<file path="config.mk">
export PLATFORM = sky130hd
export DESIGN_NAME = adc_emu_serial
export DESIGN_NICKNAME = d
export VERILOG_FILES = /design/src/rtl/adc_emu_pkg.sv /design/src/rtl/adc_emu_sync.sv /design/src/rtl/adc_emu_phase_chk.sv /design/src/rtl/adc_emu_frame.sv /design/src/rtl/adc_emu_serial.sv
export SDC_FILE = /design/constraint.sdc
export NUM_CORES = 1
export LEC_CHECK = 0
export BUFFER_PORTS_ARGS = -buffer_cell sky130_fd_sc_hd__clkbuf_2
export CAP_MARGIN = 0
export CORE_MARGIN = 5
export CORE_UTILIZATION = 25
export CTS_CLUSTER_DIAMETER = 80
export DETAILED_ROUTE_END_ITERATION = 6
export PLACE_DENSITY = 0.51
export SYNTH_ARGS = -nofsm -noshare
export SYNTH_HDL_FRONTEND = slang
export SYNTH_SLANG_ARGS = --single-unit
</file>
<file path="constraint.sdc">
create_clock -name clk -period 3.15 [get_ports clk]
set_input_delay 0.315 -clock clk [delete_from_list [all_inputs] [get_ports clk]]
set_output_delay 0.315 -clock clk [all_outputs]
set_load 0.02 [all_outputs]
</file>
<file path="src/rtl/adc_emu_pkg.sv">
package adc_emu_pkg;
  // Synchronized view of one asynchronous host line.
  typedef struct packed {
    logic lvl;
    logic rise;
    logic fall;
  } edge_t;
endpackage

</file>
<file path="src/rtl/adc_emu_sync.sv">
module adc_emu_sync
  import adc_emu_pkg::*;
#(
  parameter int   STAGES  = 2,
  parameter logic RST_VAL = 1'b0
) (
  input  logic  clk,
  input  logic  rst_n,
  input  logic  async_in,
  output edge_t ev
);
  logic [STAGES-1:0] chain;
  logic              prev;

  always_ff @(posedge clk) begin
    if (!rst_n) begin
      chain <= {STAGES{RST_VAL}};
      prev  <= RST_VAL;
    end else begin
      chain <= {chain[STAGES-2:0], async_in};
      prev  <= chain[STAGES-1];
    end
  end

  always_comb begin
    ev.lvl  = chain[STAGES-1];
    ev.rise = chain[STAGES-1] & ~prev;
    ev.fall = ~chain[STAGES-1] & prev;
  end
endmodule

</file>
<file path="src/rtl/adc_emu_phase_chk.sv">
module adc_emu_phase_chk #(
  parameter int MIN_PHASE = 20
) (
  input  logic clk,
  input  logic rst_n,
  input  logic active,
  input  logic start,
  input  logic clk_edge,
  output logic err
);
  localparam int CW = $clog2(MIN_PHASE + 1);

  logic [CW-1:0] cnt;
  logic          armed;

  always_ff @(posedge clk) begin
    if (!rst_n) begin
      cnt   <= '0;
      armed <= 1'b0;
      err   <= 1'b0;
    end else if (start) begin
      err   <= 1'b0;
      armed <= 1'b0;
      cnt   <= CW'(1);
    end else if (active && clk_edge) begin
      if (armed && (cnt < CW'(MIN_PHASE))) err <= 1'b1;
      armed <= 1'b1;
      cnt   <= CW'(1);
    end else if (cnt < CW'(MIN_PHASE)) begin
      cnt <= cnt + CW'(1);
    end
  end

  AST_ERR_ON_EDGE: assert property (@(posedge clk) disable iff (!rst_n)
    $rose(err) |-> $past(clk_edge && active));
  AST_ERR_CLEARS: assert property (@(posedge clk) disable iff (!rst_n)
    start |=> !err);
endmodule

</file>
<file path="src/rtl/adc_emu_frame.sv">
module adc_emu_frame #(
  parameter int W            = 16,
  parameter int OE_RISE      = 2,
  parameter int SAMPLE_FALLS = 5
) (
  input  logic         clk,
  input  logic         rst_n,
  input  logic         active,
  input  logic         start,
  input  logic         rise,
  input  logic         fall,
  input  logic [W-1:0] sample_word,
  output logic         sdo,
  output logic         sdo_oe,
  output logic         done
);
  localparam int DATA_LAST = SAMPLE_FALLS + W;
  localparam int ECHO_LAST = SAMPLE_FALLS + 2 * W - 1;
  localparam int CW        = $clog2(ECHO_LAST + 2);
  localparam int IW        = $clog2(W);

  logic [CW-1:0] rc, fc, rc_nx, fc_nx;
  logic [W-1:0]  word_q;
  logic [IW-1:0] bidx;
  logic          oe_nx, sdo_nx;

  always_comb begin
    rc_nx  = (rc == CW'(ECHO_LAST + 1)) ? rc : rc + CW'(1);
    fc_nx  = (fc == CW'(ECHO_LAST + 1)) ? fc : fc + CW'(1);
    oe_nx  = 1'b1;
    sdo_nx = 1'b0;
    bidx   = '0;
    if (int'(rc_nx) < OE_RISE) begin
      oe_nx = 1'b0;
    end else if (int'(rc_nx) <= SAMPLE_FALLS) begin
      sdo_nx = 1'b0;
    end else if (int'(rc_nx) <= DATA_LAST) begin
      bidx   = IW'(DATA_LAST - int'(rc_nx));
      sdo_nx = word_q[bidx];
    end else if (int'(rc_nx) <= ECHO_LAST) begin
      bidx   = IW'(int'(rc_nx) - DATA_LAST);
      sdo_nx = word_q[bidx];
    end
  end

  always_ff @(posedge clk) begin
    if (!rst_n) begin
      rc     <= '0;
      fc     <= '0;
      word_q <= '0;
      sdo    <= 1'b0;
      sdo_oe <= 1'b0;
      done   <= 1'b0;
    end else begin
      done <= 1'b0;
      if (start) begin
        rc     <= '0;
        fc     <= '0;
        sdo    <= 1'b0;
        sdo_oe <= 1'b0;
      end else if (!active) begin
        sdo    <= 1'b0;
        sdo_oe <= 1'b0;
      end else begin
        if (rise) begin
          rc     <= rc_nx;
          sdo_oe <= oe_nx;
          sdo    <= sdo_nx;
        end
        if (fall) begin
          fc <= fc_nx;
          if (fc_nx == CW'(SAMPLE_FALLS)) word_q <= sample_word;
          if (fc_nx == CW'(ECHO_LAST) && fc != CW'(ECHO_LAST)) done <= 1'b1;
        end
      end
    end
  end

  AST_IDLE_QUIET: assert property (@(posedge clk) disable iff (!rst_n)
    !active |=> !sdo_oe);
  AST_SDO_HOLD: assert property (@(posedge clk) disable iff (!rst_n)
    (active && !rise && !start) |=> $stable(sdo));
  AST_WORD_HOLD: assert property (@(posedge clk) disable iff (!rst_n)
    !(active && fall && !start) |=> $stable(word_q));
  AST_DONE_DRIVING: assert property (@(posedge clk) disable iff (!rst_n)
    done |-> sdo_oe);
endmodule

</file>
<file path="src/rtl/adc_emu_serial.sv">
module adc_emu_serial
  import adc_emu_pkg::*;
#(
  parameter int W            = 16,
  parameter int MIN_PHASE    = 20,
  parameter int SYNC_STAGES  = 2,
  parameter int OE_RISE      = 2,
  parameter int SAMPLE_FALLS = 5,
  parameter int CNT_W        = 8
) (
  input  logic             clk,
  input  logic             rst_n,
  input  logic             cs_n,
  input  logic             dclk,
  input  logic [W-1:0]     sample_word,
  output logic             sdo,
  output logic             sdo_oe,
  output logic             timing_err,
  output logic [CNT_W-1:0] frame_count
);
  edge_t cs_ev, dk_ev;
  logic  active, start, done;

  adc_emu_sync #(.STAGES(SYNC_STAGES), .RST_VAL(1'b1)) u_cs_sync (
    .clk(clk), .rst_n(rst_n), .async_in(cs_n), .ev(cs_ev));
  adc_emu_sync #(.STAGES(SYNC_STAGES), .RST_VAL(1'b0)) u_dk_sync (
    .clk(clk), .rst_n(rst_n), .async_in(dclk), .ev(dk_ev));

  assign active = ~cs_ev.lvl;
  assign start  = cs_ev.fall;

  adc_emu_frame #(.W(W), .OE_RISE(OE_RISE), .SAMPLE_FALLS(SAMPLE_FALLS)) u_frame (
    .clk(clk), .rst_n(rst_n), .active(active), .start(start),
    .rise(dk_ev.rise), .fall(dk_ev.fall), .sample_word(sample_word),
    .sdo(sdo), .sdo_oe(sdo_oe), .done(done));

  adc_emu_phase_chk #(.MIN_PHASE(MIN_PHASE)) u_phase (
    .clk(clk), .rst_n(rst_n), .active(active), .start(start),
    .clk_edge(dk_ev.rise | dk_ev.fall), .err(timing_err));

  always_ff @(posedge clk) begin
    if (!rst_n)    frame_count <= '0;
    else if (done) frame_count <= frame_count + CNT_W'(1);
  end

  AST_COUNT_STEP: assert property (@(posedge clk) disable iff (!rst_n)
    (frame_count != $past(frame_count)) |-> (frame_count == $past(frame_count) + CNT_W'(1)));
  AST_NO_COUNT_IDLE: assert property (@(posedge clk) disable iff (!rst_n)
    (cs_ev.lvl && $past(cs_ev.lvl)) |=> $stable(frame_count));
endmodule

</file>
* Word-level counts from Yosys, hierarchy flattened
Index checks and enable logic that the tools add are counted.
** Word-level totals
- Flip-flop bits (word level) :: 52
- Input bits :: 20
- Output and inout port bits :: 11
- Logic and storage cells :: 70
** Cells by class
- Add/sub/neg operators :: 6
- Order comparisons :: 7
- Equal/unequal tests :: 5
- Muxes and demuxes :: 15
- Bitwise logic cells :: 10
- Reduce and logical (&&, ||, !) cells :: 12
** Operators with widths (count)
- $eq 6x6->1 const B :: 3
- $add 6x1->6 const B :: 2
- $mux 6 :: 2
- $mux 1 :: 11
- $lt 4x5->1 const B :: 2
- $add 8x1->8 const B :: 1
- $bmux 1 s4 :: 2
- $eq 6x3->1 const B :: 1
- $le 6x3->1 const B :: 1
- $le 6x5->1 const B :: 1
- $le 6x6->1 const B :: 1
- $lt 6x2->1 const B :: 1
- $ne 6x6->1 const B :: 1
- $not 1->1 :: 6
- $reduce_and 2->1 :: 3
- $reduce_or 3->1 :: 2
- $add 5x1->5 const B :: 1
- $lt 5x5->1 const B :: 1
- $reduce_and 4->1 :: 1
- $reduce_or 4->1 :: 1
- $sub 3x4->4 const A :: 1
- $sub 4x3->4 const B :: 1
- $and 1x1->1 :: 3
- $logic_and 1x1->1 :: 3
- other kinds (3) :: 3

* Logic depth before layout (Yosys ltp)
- Depth after elaboration :: 9
- Gate-level depth with buffers :: 14
- Gate-level depth less buffers :: 12

* By module
A second synthesis with hierarchy kept.
** Second synthesis, totals
- Cell total of the unflattened synthesis :: 338
- Area total of the unflattened synthesis :: 3213.1 sq um
** Modules (own cells, without submodules)
- adc_emu_frame :: instances 1, cells each 251, area each 2354.8 sq um, sequential area each 620.6 sq um
- adc_emu_serial :: instances 1, cells each 39, area each 369.1 sq um, sequential area each 160.2 sq um
- adc_emu_phase_chk :: instances 1, cells each 30, area each 291.5 sq um, sequential area each 140.1 sq um
- adc_emu_sync :: instances 2, cells each 9, area each 98.8 sq um, sequential area each 60.1 sq um

* Worst setup path before layout
OpenSTA, ideal clock, no wires.
- Path type :: register to register
- Start point :: reg u_frame.rc[1]
- End point :: reg u_frame.sdo
- Setup time :: 0.116 ns
- Arrival time :: 2.544 ns
- Data required time :: 3.034 ns
- Slack :: 0.490 ns
- Stages on the path, launching flop included :: 15
- Buffers on the path :: 3
- Period minus slack after synthesis :: 2.660 ns
- Path through :: dfxtp_1 -> buf_4 -> inv_1 -> ha_1 -> and3b_1 -> buf_2 -> nand2_1 -> buf_2 -> a21oi_1 -> ha_1 -> a311oi_2 -> xor2_1 -> o221ai_1 -> o2bb2ai_1 -> a31o_1
** On the way
- Longest elaborated chain between the ends :: 9
- Elaborated cells between the ends (all ways) :: 17
- Classes of those cells :: 3 x add/sub; 4 x order compare; 1 x eq/ne; 9 x mux
** Ends and longest elaborated chain
- start, declared :: RTL line adc_emu_frame.sv:22 : logic [CW-1:0] rc, fc, rc_nx, fc_nx;
- start signal, assigned :: RTL line adc_emu_frame.sv:66 : rc <= rc_nx;
- $add 6x1->6 or $eq 6x6->1 (tied branches) :: RTL line adc_emu_frame.sv:28 : rc_nx = (rc == CW'(ECHO_LAST + 1)) ? rc : rc + CW'(1);
- $mux 6 * :: RTL line adc_emu_frame.sv:28
- $sub 4x3->4 :: RTL line adc_emu_frame.sv:41 : bidx = IW'(int'(rc_nx) - DATA_LAST);
- $bmux 1 s4 :: RTL line adc_emu_frame.sv:42 : sdo_nx = word_q[bidx];
- $mux 1 (not written as such) :: RTL line adc_emu_frame.sv:42
- $mux 1 :: RTL line adc_emu_frame.sv:40 : end else if (int'(rc_nx) <= ECHO_LAST) begin
- $mux 1 :: RTL line adc_emu_frame.sv:37 : end else if (int'(rc_nx) <= DATA_LAST) begin
- $mux 1 :: RTL line adc_emu_frame.sv:35 : end else if (int'(rc_nx) <= SAMPLE_FALLS) begin
- $mux 1 * :: RTL line adc_emu_frame.sv:33 : if (int'(rc_nx) < OE_RISE) begin
- end signal, assigned :: RTL line adc_emu_frame.sv:68 : sdo <= sdo_nx;
- end, declared :: RTL line adc_emu_frame.sv:13 : output logic sdo,
Mark *: on every way between the ends. The rest lies on a longest branch, timed or not. The select of a mux whose other input is x is not followed.
A chain may end at the register's enable or synchronous reset.

* Final worst setup path
Same ends and word-level chain as after synthesis.

==> flow_metrics.tcl <==
set metrics [dict create \
    status "completed" \
    cap_viol_max_count 0 \
    grt_max_degree 34 \
    setup_viol 0 \
    drive_above_1_share_pct 15.5 \
    cts_max_level 2 \
    die_y_um 118 \
    cp_slowest_cell "dfxtp_1" \
    p_int_mw 0.993 \
    first_global_vias 2211 \
    fmax_ghz 0.361 \
    cts_num_sinks 52 \
    grt_usage_pct 9.16 \
    clk_root_buffer_cell "clkbuf_16" \
    syn_area_mm2 0.00291 \
    grt_first_pass_wirelength_um 10900 \
    fin_skew_ns 0.0118 \
    pwr-share-seq_pct 51.9 \
    p_leak_nw 1.22 \
    synthTopCellsByArea "dfxtp_1 36%, mux2i_1 7.2%, nor2b_1 5.0%" \
    setup.worst_path.class "reg -> reg" \
    io_pins 31 \
    finalInstanceArea_mm2 0.00333 \
    antennaDiodeCount 0 \
    ys_types 53 \
    swShare_pct 23.0 \
    synthFlopType "dfxtp_1" \
    max_slew_margin_pct 60.3 \
    slew_violations 0 \
    overflow 0 \
    post-route-period-util_pct 87.8 \
    rsz0062_at_grt "false" \
    reg2reg_slack_ns 0.38 \
    reg2reg_to "u_frame.sdo" \
    synth_edf_count 0 \
    synth.most_common_cell "dfxtp_1" \
    ir_drop_v 0.000195 \
    io_buffer_count 30 \
    cts-resized-gates 0 \
    clk_latency_ns 0.30 \
    min_from "cs_n" \
    critPathLaunchType "flip-flop" \
    p_clk_share_pct 43.8 \
    finalWirelength_um 6340 \
    period_needed_ns 2.77 \
    postCtsHoldBufs 0 \
    worstPathArrival_ns 2.96 \
    dpl_cell_area_mm2 0.00318 \
    avgSynthCellArea_um2 9.02 \
    crit_chain "inv_1, ha_1, and3b_1, nand2_1, a21oi_1, ha_1, a311oi_2, xor2_1, o221ai_1, o2bb2ai_1, a31o_1" \
    tightest_slew_ns 0.589 \
    clockBufferDepth 2 \
    combPwrFrac_pct 4.3 \
    coreArea_mm2 0.0114 \
    rows 39 \
    clk_transition_reported_paths_ns 0.08 \
    powerDensity_mw_per_mm2 387 \
    dp_hpwl_um 4740 \
    yosys_warnings 0 \
    cts_made_buffers 5 \
    yosysSeqAreaShare_pct 35.8 \
    die_w_um 118 \
    hp-class "in -> reg" \
    rr_worst_depth 11 \
    whs_path_depth 2 \
    hold_end "u_cs_sync.chain[0]" \
    regToRegStartpoint "u_frame.rc[1]" \
    async_reset_ff_share_pct 0 \
    start_util_pct 25.4 \
    post_cts_buffers 0 \
    route.vias.total 2339 \
    dieArea_mm2 0.0139 \
    cts_tree "yes" \
    first_iter_violations 83 \
    antenna_found_initial 0 \
    wire_per_inst_um 12.9 \
    endpoint_kind "flip-flop" \
    synth_seq_cells 52 \
    netlist_top_cells_count "52 x dfxtp_1, 29 x nor2_1, 23 x nor2b_1" \
    cpPeakStageDelay_ns 0.59 \
    power_switching_mw 0.297 \
    ant_nets 0 \
    finalSetupTns_ns 0 \
    syn_to_final_growth_pct 14.7 \
    crit_fanout 12 \
    remaining_drc_errors 0 \
    place.gp.congestion 0.868 \
    synthCells 322 \
    drt-pass1-iter-count 4 \
    fin_nets 378 \
    crit_top_cell "ha_1" \
    drt-vias-per-instance 4.76 \
    syn_nets 353 \
    yosys.area.top_type_share_pct 35.8 \
    hold_viol_final 0 \
    synth_area_leader_cell "dfxtp_1" \
    required_ns 3.34 \
]
## layout make-up
type	count	area [um^2]
Clock inverter	3	26.3
Clock buffer	5	125
Timing Repair Buffer	35	188
Fill cell	1231	8090
Multi-Input combinational cell	244	1740
Tap cell	143	179
Inverter	9	33.8
Sequential cell	52	1040
## state kept, by name, indices dropped and copies added, names as in the netlist, 2 cells and up
| name | flops |
|---|---|
| u_dk_sync.chain | 2 |
| u_cs_sync.chain | 2 |
| u_frame.fc | 6 |
| u_frame.rc | 6 |
| u_phase.cnt | 5 |
| frame_count | 8 |
| u_frame.word_q | 16 |
## how the worst max path moves through the flow
stage | startpoint | to | slack, ns | cells past startpoint
after global routing | u_frame.rc[1] | u_frame.sdo | 0.19 | 11
after global placement | u_frame.rc[1] | u_frame.sdo | 0.45 | 9
after CTS | u_frame.rc[1] | u_frame.sdo | 0.40 | 9
after floorplan | u_frame.rc[1] | u_frame.sdo | 0.49 | 14
final | u_frame.rc[1] | u_frame.sdo | 0.38 | 11
after detailed placement | u_frame.rc[1] | u_frame.sdo | 0.43 | 11
## layer usage
| metal | vias to the layer above | GRT usage, % | part of all wire, % |
|---|---|---|---|
| li1 | 1194 | - | - |
| met5 | - | 0 | 0 |
| met4 | 0 | 2.80 | 1.3 |
| met2 | 35 | 15.1 | 47 |
| met1 | 1102 | 12.1 | 49 |
| met3 | 8 | 1.78 | 2.5 |
## power groups by stage
stage | logic [mW] | registers (mW) | clock network, mW
after floorplan | 0.0343 | 0.683 | 0
after global placement | 0.0549 | 0.685 | 0
after detailed placement | 0.0555 | 0.685 | 0
after CTS | 0.0558 | 0.669 | 0.590
after global routing | 0.0625 | 0.670 | 0.615
final | 0.0551 | 0.669 | 0.566
## cells by family (layout without fill, tap and decap cells)
family / Yosys count / after routing / synth area share (%)
AO/OA/AOI/OAI: 59 / 59 / 14.4
XOR/XNOR: 26 / 26 / 8.48
adder cells (fa/ha/maj): 11 / 11 / 4.74
buffers and inverters: 26 / 52 / 4.31
flip-flops: 52 / 52 / 35.8
multiplexers: 24 / 24 / 9.17
AND/OR/NAND/NOR: 124 / 124 / 23.0
## critical path, delay by kind of cell, from the launching register on
family,cells,cell delay [ns]
AO/OA/AOI/OAI,5,0.92
flip-flops,1,0.59
AND/OR/NAND/NOR,2,0.44
adder cells (fa/ha/maj),2,0.40
XOR/XNOR,1,0.20
buffers and inverters,1,0.11
## through the flow
stage	std cells	setup slack [ns]	hold slack (ns)	power, mW	utilization (%)
floorplan	322	0.490	0.386	0.717	-
global route	491	0.186	0.190	1.35	29.2
global placement	483	0.446	0.405	0.740	27.9
detailed placement	483	0.434	0.405	0.740	27.9
CTS	491	0.397	0.190	1.32	29.2
finish	491	0.383	0.193	1.29	29.2
## cell usage in the layout, fill, tap and decap left out, types with 5 or more instances in the layout
cell type  netlist  final
nand4_1          8      8
mux2i_1         21     21
nor2_1          29     29
and2_1          10     10
ha_1            11     11
nor2b_1         23     23
clkbuf_16        0      5
clkbuf_2         0     30
o221ai_1         9      9
inv_1            9      9
dfxtp_1         52     52
xor2_1          15     15
o21ai_0          9      9
a21oi_1         14     14
nand3_1         12     12
xnor2_1         10     10
nand2_1         16     16
or3_1            6      6
buf_4            1      5
Power figures use the tool's default switching activity.
